## src/rtl/wdog_pkg.sv

```systemverilog
package wdog_pkg;
    localparam int unsigned BUS_AW = 8;
    localparam int unsigned BUS_DW = 32;
    localparam int unsigned KEY_W  = 16;

    localparam logic [BUS_AW-1:0] ADDR_CTRL  = 8'h10;
    localparam logic [BUS_AW-1:0] ADDR_STAT  = 8'h14;
    localparam logic [BUS_AW-1:0] ADDR_COUNT = 8'h28;
    localparam logic [BUS_AW-1:0] ADDR_LOAD  = 8'h2C;
    localparam logic [BUS_AW-1:0] ADDR_POST  = 8'h34;
    localparam logic [BUS_AW-1:0] ADDR_KEY   = 8'h48;

    localparam int unsigned CTRL_SRST_BIT = 1;
    localparam int unsigned STAT_DONE_BIT = 0;
    localparam int unsigned STAT_RUN_BIT  = 1;
    localparam int unsigned POST_PEND_BIT = 4;

    localparam logic [KEY_W-1:0] KEY_HALT_1 = 16'hAAAA;
    localparam logic [KEY_W-1:0] KEY_HALT_2 = 16'h5555;
    localparam logic [KEY_W-1:0] KEY_GO_1   = 16'hBBBB;
    localparam logic [KEY_W-1:0] KEY_GO_2   = 16'h4444;

    typedef enum logic [1:0] {
        SEQ_IDLE   = 2'd0,
        SEQ_HALT_A = 2'd1,
        SEQ_GO_A   = 2'd2
    } seq_e;
endpackage

```

## src/rtl/wdog_post.sv

```systemverilog
module wdog_post #(
    parameter int unsigned LAT = 4,
    parameter int unsigned KW  = 16
) (
    input  logic          clk,
    input  logic          rst_n,
    input  logic          clr,
    input  logic          wr_en,
    input  logic [KW-1:0] wr_key,
    output logic          pending,
    output logic          apply,
    output logic [KW-1:0] key
);
    localparam int unsigned CW = $clog2(LAT + 1);

    typedef struct packed {
        logic [CW-1:0] cnt;
        logic [KW-1:0] key;
    } post_st_t;

    post_st_t st_d, st_q;

    always_comb begin
        st_d = st_q;
        if (st_q.cnt != '0) begin
            st_d.cnt = st_q.cnt - 1'b1;
        end else if (wr_en) begin
            st_d.cnt = CW'(LAT);
            st_d.key = wr_key;
        end
        if (clr) begin
            st_d = '0;
        end
    end

    always_ff @(posedge clk or negedge rst_n) begin
        if (!rst_n) begin
            st_q <= '0;
        end else begin
            st_q <= st_d;
        end
    end

    assign pending = (st_q.cnt != '0);
    assign apply   = (st_q.cnt == CW'(1));
    assign key     = st_q.key;
endmodule

```

## src/rtl/wdog_keyseq.sv

```systemverilog
module wdog_keyseq
    import wdog_pkg::*;
(
    input  logic             clk,
    input  logic             rst_n,
    input  logic             clr,
    input  logic             apply,
    input  logic [KEY_W-1:0] key,
    output logic             running
);
    typedef struct packed {
        logic run;
        seq_e seq;
    } ks_st_t;

    localparam ks_st_t KS_RST = '{run: 1'b1, seq: SEQ_IDLE};

    ks_st_t st_d, st_q;

    always_comb begin
        st_d = st_q;
        if (apply) begin
            if (key == KEY_HALT_1) begin
                st_d.seq = SEQ_HALT_A;
            end else if (key == KEY_GO_1) begin
                st_d.seq = SEQ_GO_A;
            end else begin
                if (st_q.seq == SEQ_HALT_A && key == KEY_HALT_2) begin
                    st_d.run = 1'b0;
                end
                if (st_q.seq == SEQ_GO_A && key == KEY_GO_2) begin
                    st_d.run = 1'b1;
                end
                st_d.seq = SEQ_IDLE;
            end
        end
        if (clr) begin
            st_d = KS_RST;
        end
    end

    always_ff @(posedge clk or negedge rst_n) begin
        if (!rst_n) begin
            st_q <= KS_RST;
        end else begin
            st_q <= st_d;
        end
    end

    assign running = st_q.run;
endmodule

```

## src/rtl/wdog_count.sv

```systemverilog
module wdog_count #(
    parameter int unsigned W        = 32,
    parameter logic [W-1:0] CNT_RST  = '0,
    parameter logic [W-1:0] LOAD_RST = '0
) (
    input  logic         clk,
    input  logic         rst_n,
    input  logic         clr,
    input  logic         run,
    input  logic         cnt_we,
    input  logic         load_we,
    input  logic [W-1:0] wdata,
    output logic [W-1:0] cnt,
    output logic [W-1:0] load,
    output logic         req
);
    typedef struct packed {
        logic [W-1:0] cnt;
        logic [W-1:0] load;
        logic         req;
    } cnt_st_t;

    localparam cnt_st_t CNT_ST_RST = '{cnt: CNT_RST, load: LOAD_RST, req: 1'b0};

    cnt_st_t st_d, st_q;

    always_comb begin
        st_d     = st_q;
        st_d.req = 1'b0;
        if (run) begin
            if (st_q.cnt == {W{1'b1}}) begin
                st_d.cnt = st_q.load;
                st_d.req = 1'b1;
            end else begin
                st_d.cnt = st_q.cnt + 1'b1;
            end
        end
        if (load_we) begin
            st_d.load = wdata;
        end
        if (cnt_we) begin
            st_d.cnt = wdata;
            st_d.req = 1'b0;
        end
        if (clr) begin
            st_d = CNT_ST_RST;
        end
    end

    always_ff @(posedge clk or negedge rst_n) begin
        if (!rst_n) begin
            st_q <= CNT_ST_RST;
        end else begin
            st_q <= st_d;
        end
    end

    assign cnt  = st_q.cnt;
    assign load = st_q.load;
    assign req  = st_q.req;
endmodule

```

## src/rtl/wdog_keyed_top.sv

```systemverilog
module wdog_keyed_top
    import wdog_pkg::*;
#(
    parameter int unsigned CNT_W         = 32,
    parameter int unsigned SYNC_LAT      = 4,
    parameter int unsigned SRST_DONE_LAT = 2,
    parameter logic [CNT_W-1:0] CNT_RST  = '0,
    parameter logic [CNT_W-1:0] LOAD_RST = '0
) (
    input  logic              clk,
    input  logic              rst_n,
    input  logic              bus_sel,
    input  logic              bus_wr,
    input  logic [BUS_AW-1:0] bus_addr,
    input  logic [BUS_DW-1:0] bus_wdata,
    output logic [BUS_DW-1:0] bus_rdata,
    output logic              wdog_rst_req
);
    localparam int unsigned PH_W = $clog2(SRST_DONE_LAT + 1);

    typedef struct packed {
        logic [PH_W-1:0] ph;
        logic            done;
    } top_st_t;

    localparam top_st_t TOP_RST = '{ph: '0, done: 1'b1};

    top_st_t st_d, st_q;

    logic             wr_any;
    logic             srst_req;
    logic             key_we;
    logic             cnt_we;
    logic             load_we;
    logic             pend_w;
    logic             apply_w;
    logic [KEY_W-1:0] key_w;
    logic             run_w;
    logic [CNT_W-1:0] cnt_w;
    logic [CNT_W-1:0] load_w;
    logic             done_w;

    assign wr_any   = bus_sel && bus_wr;
    assign srst_req = wr_any && (bus_addr == ADDR_CTRL) && bus_wdata[CTRL_SRST_BIT];
    assign key_we   = wr_any && (bus_addr == ADDR_KEY) && !srst_req;
    assign cnt_we   = wr_any && (bus_addr == ADDR_COUNT);
    assign load_we  = wr_any && (bus_addr == ADDR_LOAD);

    always_comb begin
        st_d = st_q;
        if (srst_req) begin
            st_d.ph   = PH_W'(SRST_DONE_LAT);
            st_d.done = 1'b0;
        end else if (st_q.ph != '0) begin
            st_d.ph = st_q.ph - 1'b1;
            if (st_q.ph == PH_W'(1)) begin
                st_d.done = 1'b1;
            end
        end
    end

    always_ff @(posedge clk or negedge rst_n) begin
        if (!rst_n) begin
            st_q <= TOP_RST;
        end else begin
            st_q <= st_d;
        end
    end

    assign done_w = st_q.done;

    wdog_post #(
        .LAT (SYNC_LAT),
        .KW  (KEY_W)
    ) u_post (
        .clk     (clk),
        .rst_n   (rst_n),
        .clr     (srst_req),
        .wr_en   (key_we),
        .wr_key  (bus_wdata[KEY_W-1:0]),
        .pending (pend_w),
        .apply   (apply_w),
        .key     (key_w)
    );

    wdog_keyseq u_keyseq (
        .clk     (clk),
        .rst_n   (rst_n),
        .clr     (srst_req),
        .apply   (apply_w),
        .key     (key_w),
        .running (run_w)
    );

    wdog_count #(
        .W        (CNT_W),
        .CNT_RST  (CNT_RST),
        .LOAD_RST (LOAD_RST)
    ) u_count (
        .clk     (clk),
        .rst_n   (rst_n),
        .clr     (srst_req),
        .run     (run_w),
        .cnt_we  (cnt_we),
        .load_we (load_we),
        .wdata   (bus_wdata[CNT_W-1:0]),
        .cnt     (cnt_w),
        .load    (load_w),
        .req     (wdog_rst_req)
    );

    always_comb begin
        bus_rdata = '0;
        case (bus_addr)
            ADDR_CTRL:  bus_rdata[CTRL_SRST_BIT] = (st_q.ph == PH_W'(SRST_DONE_LAT));
            ADDR_STAT: begin
                bus_rdata[STAT_DONE_BIT] = st_q.done;
                bus_rdata[STAT_RUN_BIT]  = run_w;
            end
            ADDR_COUNT: bus_rdata[CNT_W-1:0] = cnt_w;
            ADDR_LOAD:  bus_rdata[CNT_W-1:0] = load_w;
            ADDR_POST:  bus_rdata[POST_PEND_BIT] = pend_w;
            ADDR_KEY:   bus_rdata[KEY_W-1:0] = key_w;
            default:    bus_rdata = '0;
        endcase
    end
endmodule

```

## config.mk

```make
export PLATFORM = sky130hd
export DESIGN_NAME = wdog_keyed_top
export DESIGN_NICKNAME = d
export VERILOG_FILES = /design/src/rtl/wdog_pkg.sv /design/src/rtl/wdog_post.sv /design/src/rtl/wdog_keyseq.sv /design/src/rtl/wdog_count.sv /design/src/rtl/wdog_keyed_top.sv
export SDC_FILE = /design/constraint.sdc
export NUM_CORES = 1
export LEC_CHECK = 0
export ABC_CLOCK_PERIOD_IN_PS = 5450
export BUFFER_PORTS_ARGS = -buffer_cell sky130_fd_sc_hd__buf_2
export CAP_MARGIN = 10
export CORE_ASPECT_RATIO = 1.5
export CORE_MARGIN = 2
export CORE_UTILIZATION = 47
export DETAILED_ROUTE_END_ITERATION = 16
export PLACE_DENSITY = 0.69
export REMOVE_ABC_BUFFERS = 1
export SKIP_LAST_GASP = 1
export SLEW_MARGIN = 20
export SYNTH_ARGS = -nofsm -noshare
export SYNTH_HDL_FRONTEND = slang
export SYNTH_HIERARCHICAL = 1
export SYNTH_SLANG_ARGS = --single-unit
```

## constraint.sdc

```tcl
create_clock -name clk -period 5.45 [get_ports clk]
set_input_delay 0 -clock clk [delete_from_list [all_inputs] [get_ports clk]]
set_output_delay 0 -clock clk [all_outputs]
set_load 0.05 [all_outputs]
```

# == Word-level counts from Yosys, hierarchy flattened ==
# Index checks and enable logic that the tools add are counted.
# classes
n_addsub,3
reduce_logical,23
n_eq_ne,19
muxes,29
# op_table
cell,count
2-to-1 mux 32 bit,4
2-to-1 mux 65 bit,1
2-to-1 mux 19 bit,2
case mux 11 bit (3 select lines),1
"adder 32 x 1 -> 32 bit, second input constant",1
"== test 16 x 15 -> 1 bit, second input constant",2
"== test 16 bit, second input constant",2
"== test 32 bit, second input constant",1
case mux 16 bit (2 select lines),1
"== test 8 x 6 -> 1 bit, second input constant",3
"== test 8 x 5 -> 1 bit, second input constant",2
2-to-1 mux 16 bit,1
2-to-1 mux 3 bit,5
nonzero test 2 bit,6
nonzero test 3 bit,4
logical AND 1 bit,9
"== test 8 x 7 -> 1 bit, second input constant",1
2-to-1 mux 1 bit,8
case mux 1 bit (4 select lines),2
"!= test 2 bit, second input constant",3
case mux 2 bit (3 select lines),1
case mux 1 bit (5 select lines),1
"== test 2 x 1 -> 1 bit, second input constant",2
"== test 2 bit, second input constant",2
other kinds (7),9
# totals
out_inout_bits,33
reg_bits,90
wordCells,83

# == Logic depth before layout (Yosys ltp) ==
# Gate-level depths: netlist of the first run.
# logic_depth
ltp_word,8
ltp_mapped,11

# == Modules after synthesis ==
# Netlist of the first run, hierarchy kept.
# by_module_without_submodules
module,instances,area_each_um2,cells_each
wdog_count,1,3888.7,434
wdog_post,1,1071.0,97
wdog_keyed_top,1,937.1,111
wdog_keyseq,1,239.0,25

# == Least setup slack after synthesis of the first run ==
# No wires, ideal clock.
# synth_timing
kind,in2reg
startpoint,input bus_addr[5]
endpoint,register u_count.st_q (netlist bit u_count/load[10])
t_required_ns,5.318
arrival_ns,2.488
setup_time_ns,0.132
cell_stages,6
path_slack_ns,2.830
path_cell_list,or4b_2 > nor3_1 > clkbuf_1 > buf_1 > buf_1 > nor2_1
# synth_between
elab_chain_len,4
elab_cells_between_ends,7
classes_between,eq/ne (2); mux (1); reduce/logical (4)
# synth_rtl
element,line,source
"start, declared",wdog_keyed_top.sv:14,"input logic [BUS_AW-1:0] bus_addr,"
== test 8 x 5 -> 1 bit (*),wdog_keyed_top.sv:44,assign srst_req = wr_any && (bus_addr == ADDR_CTRL) && bus_wdata[CTRL_SRST_BIT];
logical AND 1 bit (*) (2 in a row),wdog_keyed_top.sv:44,
via srst_req,wdog_keyed_top.sv:31,logic srst_req;
2-to-1 mux 65 bit or nonzero test 2 bit (tied branches),--,
"end signal, assigned",wdog_count.sv:54,st_q <= st_d;
"end, declared",wdog_count.sv:25,"cnt_st_t st_d, st_q;"
# Mark *: on every way through the listed nets, which the timed path passes. The rest lies on a longest branch.
# A chain may end at the register's enable or synchronous reset.

# == Worst setup path in the final report of the first run ==
# layout_timing
startpoint,input bus_addr[1]
endpoint,register u_count.st_q (netlist bit u_count/cnt[16])
# layout_between
elab_chain_len,4
elab_cells_between_ends,8
classes_between,eq/ne (2); mux (2); reduce/logical (4)
# layout_rtl
element,line,source
== test 8 x 6 -> 1 bit (*),wdog_keyed_top.sv:46,assign cnt_we = wr_any && (bus_addr == ADDR_COUNT);
logical AND 1 bit (*),wdog_keyed_top.sv:46,
via cnt_we,wdog_keyed_top.sv:33,logic cnt_we;
2-to-1 mux 32 bit,wdog_count.sv:41,if (cnt_we) begin
2-to-1 mux 65 bit,wdog_count.sv:45,if (clr) begin
# Marked as above.

==> results.env, run 1 <==
OUTCOME='finished clean'
CRIT_SLOWEST_CELL='inv_1'
YOSYS_WARNINGS=6
WORSTPATHARRIVAL_PS=3300
YOSYS.AREA_SHARE.XOR_XNOR_PCT=2.00
PORT-BUFFER-COUNT=76
DIE_HEIGHT_MICRONS=144
GRT_PASS1_VIAS=5593
CLK_ROOT_BUFFER_CELL='clkbuf_16'
SYNTH_CELLS=667
GRT_REMAINING_OVERFLOW=0
ASYNC_RESET_FF_SHARE_PCT=100
DRIVE_ABOVE_1_SHARE_PCT=16.9
SYNTH-ADDER-AREA-SHARE_PCT=0.816
MAXCAP_VIOL_COUNT=0
FLOORPLAN.DIE_AREA_SQ_UM=14000
SLEW_VIOLATIONS=0
DIEWIDTH_MICRONS=97.3
PRECTSSETUPSLACK_PS=2070
DETAILROUTE.VIA_COUNT=5462
FINALWIRELENGTH_MICRONS=17500
TIGHTESTPINTRANSITION_PS=1050
FILLERS=1227
POST_LAYOUT_MIN_PERIOD_PS=3080
MAX-SLEW-MARGIN-REL_PCT=29.6
LEAKAGE_nW=3.10
FINAL_CELL_COUNT_NO_FILL=898
CRIT_FANOUT=51
CELLS_RESIZED_BY_POST_CTS_REPAIR=0
PLACE.GP.CONGESTION=0.941
SYNTH_COMPOUND_AREA_SHARE_PCT=16.0
CTS-HTREE-LEVELS=3
WORSTPATHBUFFERINVERTERCOUNT=3
CRITICAL_PATH.CELL_CHAIN='buf_2, or3_4, or3_4, nor3_2, buf_4, inv_1, o21ai_0, a21oi_1, o21ai_0, o211ai_1'
POST-LAYOUT-TOTAL-POWER_W=0.00170
LAYOUT.NETS=782
EFFECTIVE_UTILIZATION_AT_FLOORPLAN_PCT=47.6
CP_DATA_REQUIRED_TIME_PS=5660
SYNTH_TOP_FLOP_CELL='dfrtp_1'
MIN_PERIOD_OVER_PERIOD_PCT=56.6
PATH_CLK_SLEW_PS=70
SYNTH.LIB_CELLS_USED.DISTINCT=72
CORE_AREA_SQ_UM=12900
POST_SYNTH_AND_OR_NAND_NOR_AREA_FRACTION_PCT=23.6
RATIO_OF_ROUTED_VIAS_TO_STANDARD_CELLS=6.08
CRITICAL_PATH_CLASS='in2reg'
SYN_AREA_PER_CELL_SQ_UM=9.20
NUM_ROWS=51
FINAL-HOLD-VIOLATION-COUNT=0
DRT-WIRELENGTH-PER-CELL_MICRONS=19.5
GRT_ANTENNA_BEFORE_REPAIR=0
FINALHOLDWORSTSLACK_PS=110
CTS_SINKS=90
DRT_FIRST_ITER_VIOLATIONS=520
MAX_FREQ_MHz=324
CELL_COUNT_AFTER_PLACEMENT=849
P_PER_AREA_nW_PER_UM2=241
HIGHEST_CELL_DELAY_ON_THE_WORST_TIMING_PATH_PS=610
COMBINATIONAL_FAMILY_WITH_THE_MOST_AREA_AFTER_SYNTHESIS='simple AND/OR/NAND/NOR gates'
ANTENNA_CELLS_INSERTED=0
CTS_TREE='done'
GLOBAL_ROUTE.USAGE.TOTAL_PCT=25.2
FINALSETUPVIOLCOUNT=0
SYNTH-EDFF-COUNT=0
MUXSHAREOFSYNTHAREA_PCT=14.2
CLKLATENCYLATEPIN_PS=350
CP_TOP_FAMILY='simple AND/OR/NAND/NOR gates'
CLOCKBUFFERDEPTH=2
FIRST_PASS_GRT_WIRE_LENGTH_MICRONS=28300
SYNTH_SEQ_CELLS=90
NUMCTSBUFFERS=9
GRT_START_MAX_NET_PINS=84
DP.FINAL_HPWL_MICRONS=11900
RSZ_0062_RAISED_AFTER_GLOBAL_ROUTING='no'
DETAILEDROUTE.FIRSTPASSITERATIONCOUNT=7
POWER.IR.VDD_WORST_mV=0.216
POST-ROUTE-DRC-COUNT=0
HOLD_PATH.CLASS='in2async'
WORSTSETUPENDPOINTTYPE='flop'
RELATIVE_AREA_CHANGE_FROM_SYNTHESIS_TO_FINAL_LAYOUT_PCT=14.7
TIMING.CLOCK.SKEW_PS=8.08
LAYOUT_SETUP_WS_PS=2370
CP-START-KIND='input pin'
DRT.ANTENNA.VIOLATING_NETS=0
FLOORPLAN.IO_PINS=77
SYNTH_AREA_SQ_UM=6140
SYNTH_SEQ_AREA_SHARE_PCT=36.7
==> what timing repair did <==
action | 4_1_cts | 5_1_grt
hold buffers | 33 | 0
setup buffers | 0 | 0
hold endpoints to repair | 79 | 0
==> cells in the mapped netlist (5+ instances only) <==
library cell	count	area (sq um)
o2bb2ai_1	12	105
o211ai_1	7	52.6
buf_4	18	135
o21ai_0	23	115
and2_1	6	37.5
o31ai_1	14	105
nand2_1	33	124
and3_1	10	62.6
nor4_1	9	56.3
inv_1	14	52.6
nand4_1	15	93.8
a21oi_1	33	165
nand2b_1	35	219
nor2_1	72	270
xor2_1	6	52.6
xnor2_1	8	70.1
nand3_1	14	70.1
mux2i_1	85	851
nor3_1	20	100
o21a_1	5	37.5
a211oi_1	7	52.6
buf_1	10	37.5
dfrtp_1	88	2200
and4_1	8	70.1
buf_6	6	67.6
clkbuf_1	21	78.8
==> final timing paths <==
check,from,endpoint,slack (ps),cells after the start
max reg2reg,u_count/cnt[0],u_count/cnt[15],2630,6
min reg2reg,done_w,done_w,530,2
min in group clk,bus_addr[7],u_count/load[21],170,4
max in group asynchronous,rst_n,u_count/load[26],4170,3
min,rst_n,u_post/key[13],110,2
max,bus_addr[1],u_count/cnt[16],2370,10
==> cell usage in the layout, fill, tap and decap left out, types with 3 or more instances in the layout <==
master / instances
dfrtp_1: 88
mux2i_1: 85
buf_2: 75
nor2_1: 71
nand2b_1: 35
nand2_1: 33
a21oi_1: 33
dlygate4sd3_1: 33
o21ai_0: 23
nor3_1: 17
nand4_1: 15
inv_1: 14
nand3_1: 14
o31ai_1: 14
o2bb2ai_1: 12
and3_1: 10
clkbuf_16: 9
nor4_1: 9
and4_1: 8
xnor2_1: 8
buf_4: 7
a211oi_1: 7
o211ai_1: 7
xor2_1: 6
and2_1: 6
o21a_1: 5
ha_1: 4
or3_1: 4
a31oi_1: 4
o2111ai_1: 4
nand4b_1: 3
clkinv_2: 3
nor2b_1: 3
a311oi_1: 3
nor3b_1: 3
nand3b_1: 3
==> registers in the layout, summed over array words and instances (netlist names) <==
name and cells:
u_post/st_q 3, u_count/req 1, u_count/cnt 32, done_w 1, u_post/key 16, u_count/load 32
u_keyseq/st_q 2, st_q 2, u_keyseq/running 1
==> power by group <==
| group | internal, W | switching [W] |
|---|---|---|
| logic | 0.000152 | 0.000161 |
| registers | 0.000724 | 0.0000834 |
| clock network | 0.000308 | 0.000268 |
| total | 0.00118 | 0.000513 |
==> logic make-up (layout without fill, tap and decap cells) <==
| logic type | count (synthesis) | count (layout) |
|---|---|---|
| and+or+nand+nor | 258 | 258 |
| AOI/OAI and AO/OA | 141 | 141 |
| DFF | 90 | 90 |
| muxes | 87 | 87 |
| buffers and inverters | 73 | 145 |
| xor gates and xnor gates | 14 | 14 |
| adders and majority gates | 4 | 4 |
==> per-stage QoR <==
stage,cell area (sq um),utilization [%],TNS (ps)
2_1_floorplan,5780,-,-19160
3_3_place_gp,6440,50.0,0
3_5_place_dp,6440,50.0,0
4_1_cts,7030,54.6,0
5_1_grt,7040,54.6,0
6_report,7040,54.6,0
==> worst reg2reg max path, cell delays in order (launching register included) <==
cell,delay [ps]
dfrtp_1,490
ha_1,240
nand3_1,260
nor4_2,870
nand3_1,430
o31ai_1,350
a21oi_1,70
==> layout make-up <==
type                            instances  area [sq um]  share of cell area, %
Clock buffer                           11           233                   3.31
Clock inverter                          5          31.3                  0.444
Inverter                               14          52.6                  0.746
Multi-Input combinational cell        504          3510                   49.9
Sequential cell                        90          2250                   32.0
Tap cell                              159           199                   2.83
Timing Repair Buffer                  115           758                   10.8
==> per-layer routing <==
layer  GRT usage, %  share of wire, %
met5              0                 0
met4           11.2               3.3
met1           28.9                40
met2           46.3                52
met3           3.79               4.4
Note: power is estimated with default switching activity, not from simulation.
==> run 2, diff against run 1 <==
ABC_AREA = 1   (was default)
ABC_CLOCK_PERIOD_IN_PS = 3150   (was 5450)
clock period = 3.15 ns   (was 5.45 ns; I/O delays follow)
==> run 2 against run 1 <==
Against the previous run:
- via count increased by 19%
- die area grew 6.5%
- synthesized cell count increased by 54%
- sequential cell count is the same
- count of clock-buffer cells in the layout grew 1
- total power rose by 73%
- hold slack improved by 35 ps
- first-iteration DRC count decreased by 27%
==> results.env, run 2 <==
CTS_SINKS=90
YOSYS_WARNINGS=6
TIMING.CLOCK.SKEW_PS=9.56
ASYNC_RESET_FF_SHARE_PCT=100
CP_DATA_REQUIRED_TIME_PS=3390
SYNTH_COMMON_CELLS='nand2_1, inv_1, nand3_1'
POWER_SWITCHING_SHARE_PCT=27.9
FLOORPLAN.DIE_AREA_SQ_UM=14900
CLOCKBUFFERDEPTH=2
NUM_ROWS=52
YOSYS.AREA_SHARE.XOR_XNOR_PCT=1.74
WORSTPATHBUFFERINVERTERCOUNT=1
POST_LAYOUT_MIN_PERIOD_PS=2110
ANTENNA_CELLS_INSERTED=0
HOLD-PATH-CELL-COUNT=6
POST-ROUTE-DRC-COUNT=0
PLACE_AREA_SQ_UM=6870
WORSTSETUPPATHDEPTH=11
GLOBAL_ROUTE.USAGE.TOTAL_PCT=26.4
SYNTH_SEQ_AREA_SHARE_PCT=34.4
CRIT_PATH_TOP_CELL_BY_COUNT='nand2_1'
PRECTSSETUPSLACK_PS=1070
LEAKAGE_nW=4.23
NET_SWITCHING_POWER_W=0.000821
WORSTPATHARRIVAL_PS=2350
CORE_AREA_SQ_UM=13500
FIRST_PASS_GRT_WIRE_LENGTH_MICRONS=31100
WORST-R2R-CELL-COUNT=11
SYNTH_TOP_AREA_SHARE_PCT=33.6
CLK_ROOT_BUFFER_CELL='clkbuf_16'
SHARE_CLK_OF_TOTAL_POWER_PCT=40.5
FINAL-HOLD-VIOLATION-COUNT=0
POWER.COMBINATIONAL.FRACTION_PCT=14.8
FIN_TNS_SETUP_PS=0
POST_SYNTH_AND_OR_NAND_NOR_AREA_FRACTION_PCT=42.8
PLACE.GP.CONGESTION=0.932
SYNTH-EDFF-COUNT=0
CRITICAL_PATH.CELL_CHAIN='ha_1, nand2_2, nor2_4, nand2_4, nor2_8, buf_4, nand2_1, o21ai_0, nand2_1, nand2_1, nand2_1'
GRT_START_MAX_NET_PINS=75
EFFECTIVE_UTILIZATION_AT_FLOORPLAN_PCT=48.4
DRT_FIRST_ITER_VIOLATIONS=380
RSZ_0062_RAISED_AFTER_GLOBAL_ROUTING='no'
DETAILEDROUTE.FIRSTPASSITERATIONCOUNT=7
COMBINATIONAL_FAMILY_WITH_THE_MOST_AREA_AFTER_SYNTHESIS='simple AND/OR/NAND/NOR gates'
SYNTH_AREA_SQ_UM=6550
CTS-HTREE-LEVELS=3
CRIT_FANOUT=17
SYNTH-ADDER-AREA-SHARE_PCT=0.764
RATIO_OF_ROUTED_VIAS_TO_STANDARD_CELLS=5.12
RELATIVE_AREA_CHANGE_FROM_SYNTHESIS_TO_FINAL_LAYOUT_PCT=14.9
DP.FINAL_HPWL_MICRONS=13600
FINAL_DESIGN_AREA_NO_FILL_SQ_UM=7530
LAYOUT.CELLS.MOST_COMMON='nand2_1'
CP_TOP_FAMILY='simple AND/OR/NAND/NOR gates'
SYNTH_TOP_FLOP_CELL='dfrtp_1'
PROPORTION_OF_POWER_DRAWN_BY_FLIP_FLOPS_AND_LATCHES_PCT=44.8
MIN_PERIOD_OVER_PERIOD_PCT=67.1
POST-LAYOUT-TOTAL-POWER_W=0.00294
DRT-WIRELENGTH-PER-CELL_MICRONS=15.1
DRIVE_ABOVE_1_SHARE_PCT=14.9
MOSTFREQUENTLAYOUTCELLS='nand2_1, inv_1, nand3_1'
SYNTH_COMPOUND_AREA_SHARE_PCT=6.34
YOSYS.CELL_COUNT.TOP_TYPE='nand2_1'
MAX-SLEW-MARGIN-REL_PCT=33.5
SYNTHTOPCELLSBYAREA='dfrtp_1, nand2_1, inv_1, nand3_1, nor2_1'
FINALSETUPVIOLCOUNT=0
CTS_SETUP_BUFFERS=0
CRITICAL_PATH_CLASS='reg2reg'
PORT-BUFFER-COUNT=76
GRT_REMAINING_OVERFLOW=0
FF2FF_SETUP_SLACK_PS=1040
GRT_ANTENNA_BEFORE_REPAIR=0
LAYOUT_SETUP_WS_PS=1040
NUMCTSBUFFERS=9
OUTCOME='finished clean'
DRT.ANTENNA.VIOLATING_NETS=0
TIGHTESTPINTRANSITION_PS=998
NETLIST.TOP_CELL.BY_AREA='dfrtp_1'
WORSTSETUPENDPOINTTYPE='flop'
FINALHOLDWORSTSLACK_PS=145
PATH_CLK_SLEW_PS=70
MAXCAP_VIOL_COUNT=0
SYNTH.LIB_CELLS_USED.DISTINCT=36
FINALWIRELENGTH_MICRONS=19100
SYNTH_CELLS=1024
FILLERS=1428
GRT_PASS1_VIAS=6374
LAYOUT.NETS=1150
DETAILROUTE.VIA_COUNT=6494
DIEWIDTH_MICRONS=100
HOLD_PATH.CLASS='in2reg'
MUXSHAREOFSYNTHAREA_PCT=0
CRIT_SLOWEST_CELL='dfrtp_1'
P_PER_AREA_nW_PER_UM2=390
CP-START-KIND='flop'
POWER.IR.VDD_WORST_mV=0.283
SYN_AREA_PER_CELL_SQ_UM=6.40
FLOORPLAN.IO_PINS=77
POWER.INTERNAL_W=0.00212
SLEW_VIOLATIONS=0
MAX_FREQ_MHz=473
DIE_HEIGHT_MICRONS=149
CLKLATENCYLATEPIN_PS=350
SYNTH_SEQ_CELLS=90
CTS_TREE='done'
HIGHEST_CELL_DELAY_ON_THE_WORST_TIMING_PATH_PS=410
[run 2: cell types whose count changed in the layout (fill, tap and decap cells not counted), moves of 12 or more]
cell / change
o2bb2ai_1: -12
nor3_1: -15
nor2_1: +17
nand2_2: +28
o22ai_1: +24
o31ai_1: -13
nand2b_1: -35
nand3_1: +89
nor2_2: +14
nand2_1: +336
mux2i_1: -85
inv_1: +127
[run 2: what timing repair did]
action / in CTS / in global routing
hold buffers: 33 / 0
endpoints found under the setup margin: 0 / 0
hold endpoints to repair: 114 / 0
gates resized for setup: 0 / 0
[run 2: final timing paths]
path                                  start               end
setup / recovery             u_count/cnt[0]    u_count/cnt[3]
hold / removal                  bus_addr[0]           st_q[2]
setup reg to reg             u_count/cnt[0]    u_count/cnt[3]
hold reg to reg            u_keyseq/st_q[1]  u_keyseq/st_q[1]
max in group asynchronous             rst_n   u_count/cnt[16]
min in group asynchronous             rst_n     u_post/key[9]
[run 2: worst min-delay path: stages]
cell      delay (ps)
buf_2             90
nor2_1            30
nand3_1           60
nor2_1            50
nand3b_1         150
nand2_1           70
[run 2: area by class of cell]
type	instances	area, sq um	share of cell area (%)
Multi-Input combinational cell	731	3390	45.0
Sequential cell	90	2250	30.0
Timing Repair Buffer	120	796	10.6
Inverter	150	563	7.48
Clock buffer	12	246	3.28
Tap cell	162	203	2.69
Clock inverter	4	76.3	1.01
[run 2: stage by stage]
stage / cells / utilization (%)
after CTS: 1269 / 55.6
final: 1269 / 55.6
after detailed placement: 1220 / 50.8
after global routing: 1269 / 55.6
after floorplan: 971 / -
after global placement: 1220 / 50.8
[run 2: kinds of logic after synthesis]
family                   count (synthesis)
adder cells (fa/ha/maj)                  4
AO/OA/AOI/OAI                           73
flip-flops                              90
AND/OR/NAND/NOR                        641
buffers and inverters                  203
XOR/XNOR                                13
[run 2: routing by layer]
| metal | part of all wire (%) | wire (microns) | up-vias | global-route usage, % |
|---|---|---|---|---|
| li1 | - | - | 3311 | - |
| met1 | 41 | 7760 | 2994 | 29.9 |
| met2 | 54 | 10300 | 146 | 50.0 |
| met3 | 2.5 | 483 | 43 | 2.68 |
| met4 | 3.0 | 582 | 0 | 10.2 |
| met5 | 0 | 0 | - | 0 |
[run 2: power by group through the flow]
stage          clock network, W  registers, W  logic, W
6_report                0.00119       0.00132  0.000434
5_1_grt                 0.00125       0.00132  0.000497
4_1_cts                 0.00121       0.00132  0.000437
3_5_place_dp                  0       0.00134  0.000402
3_3_place_gp                  0       0.00133  0.000401
2_1_floorplan                 0       0.00131  0.000274
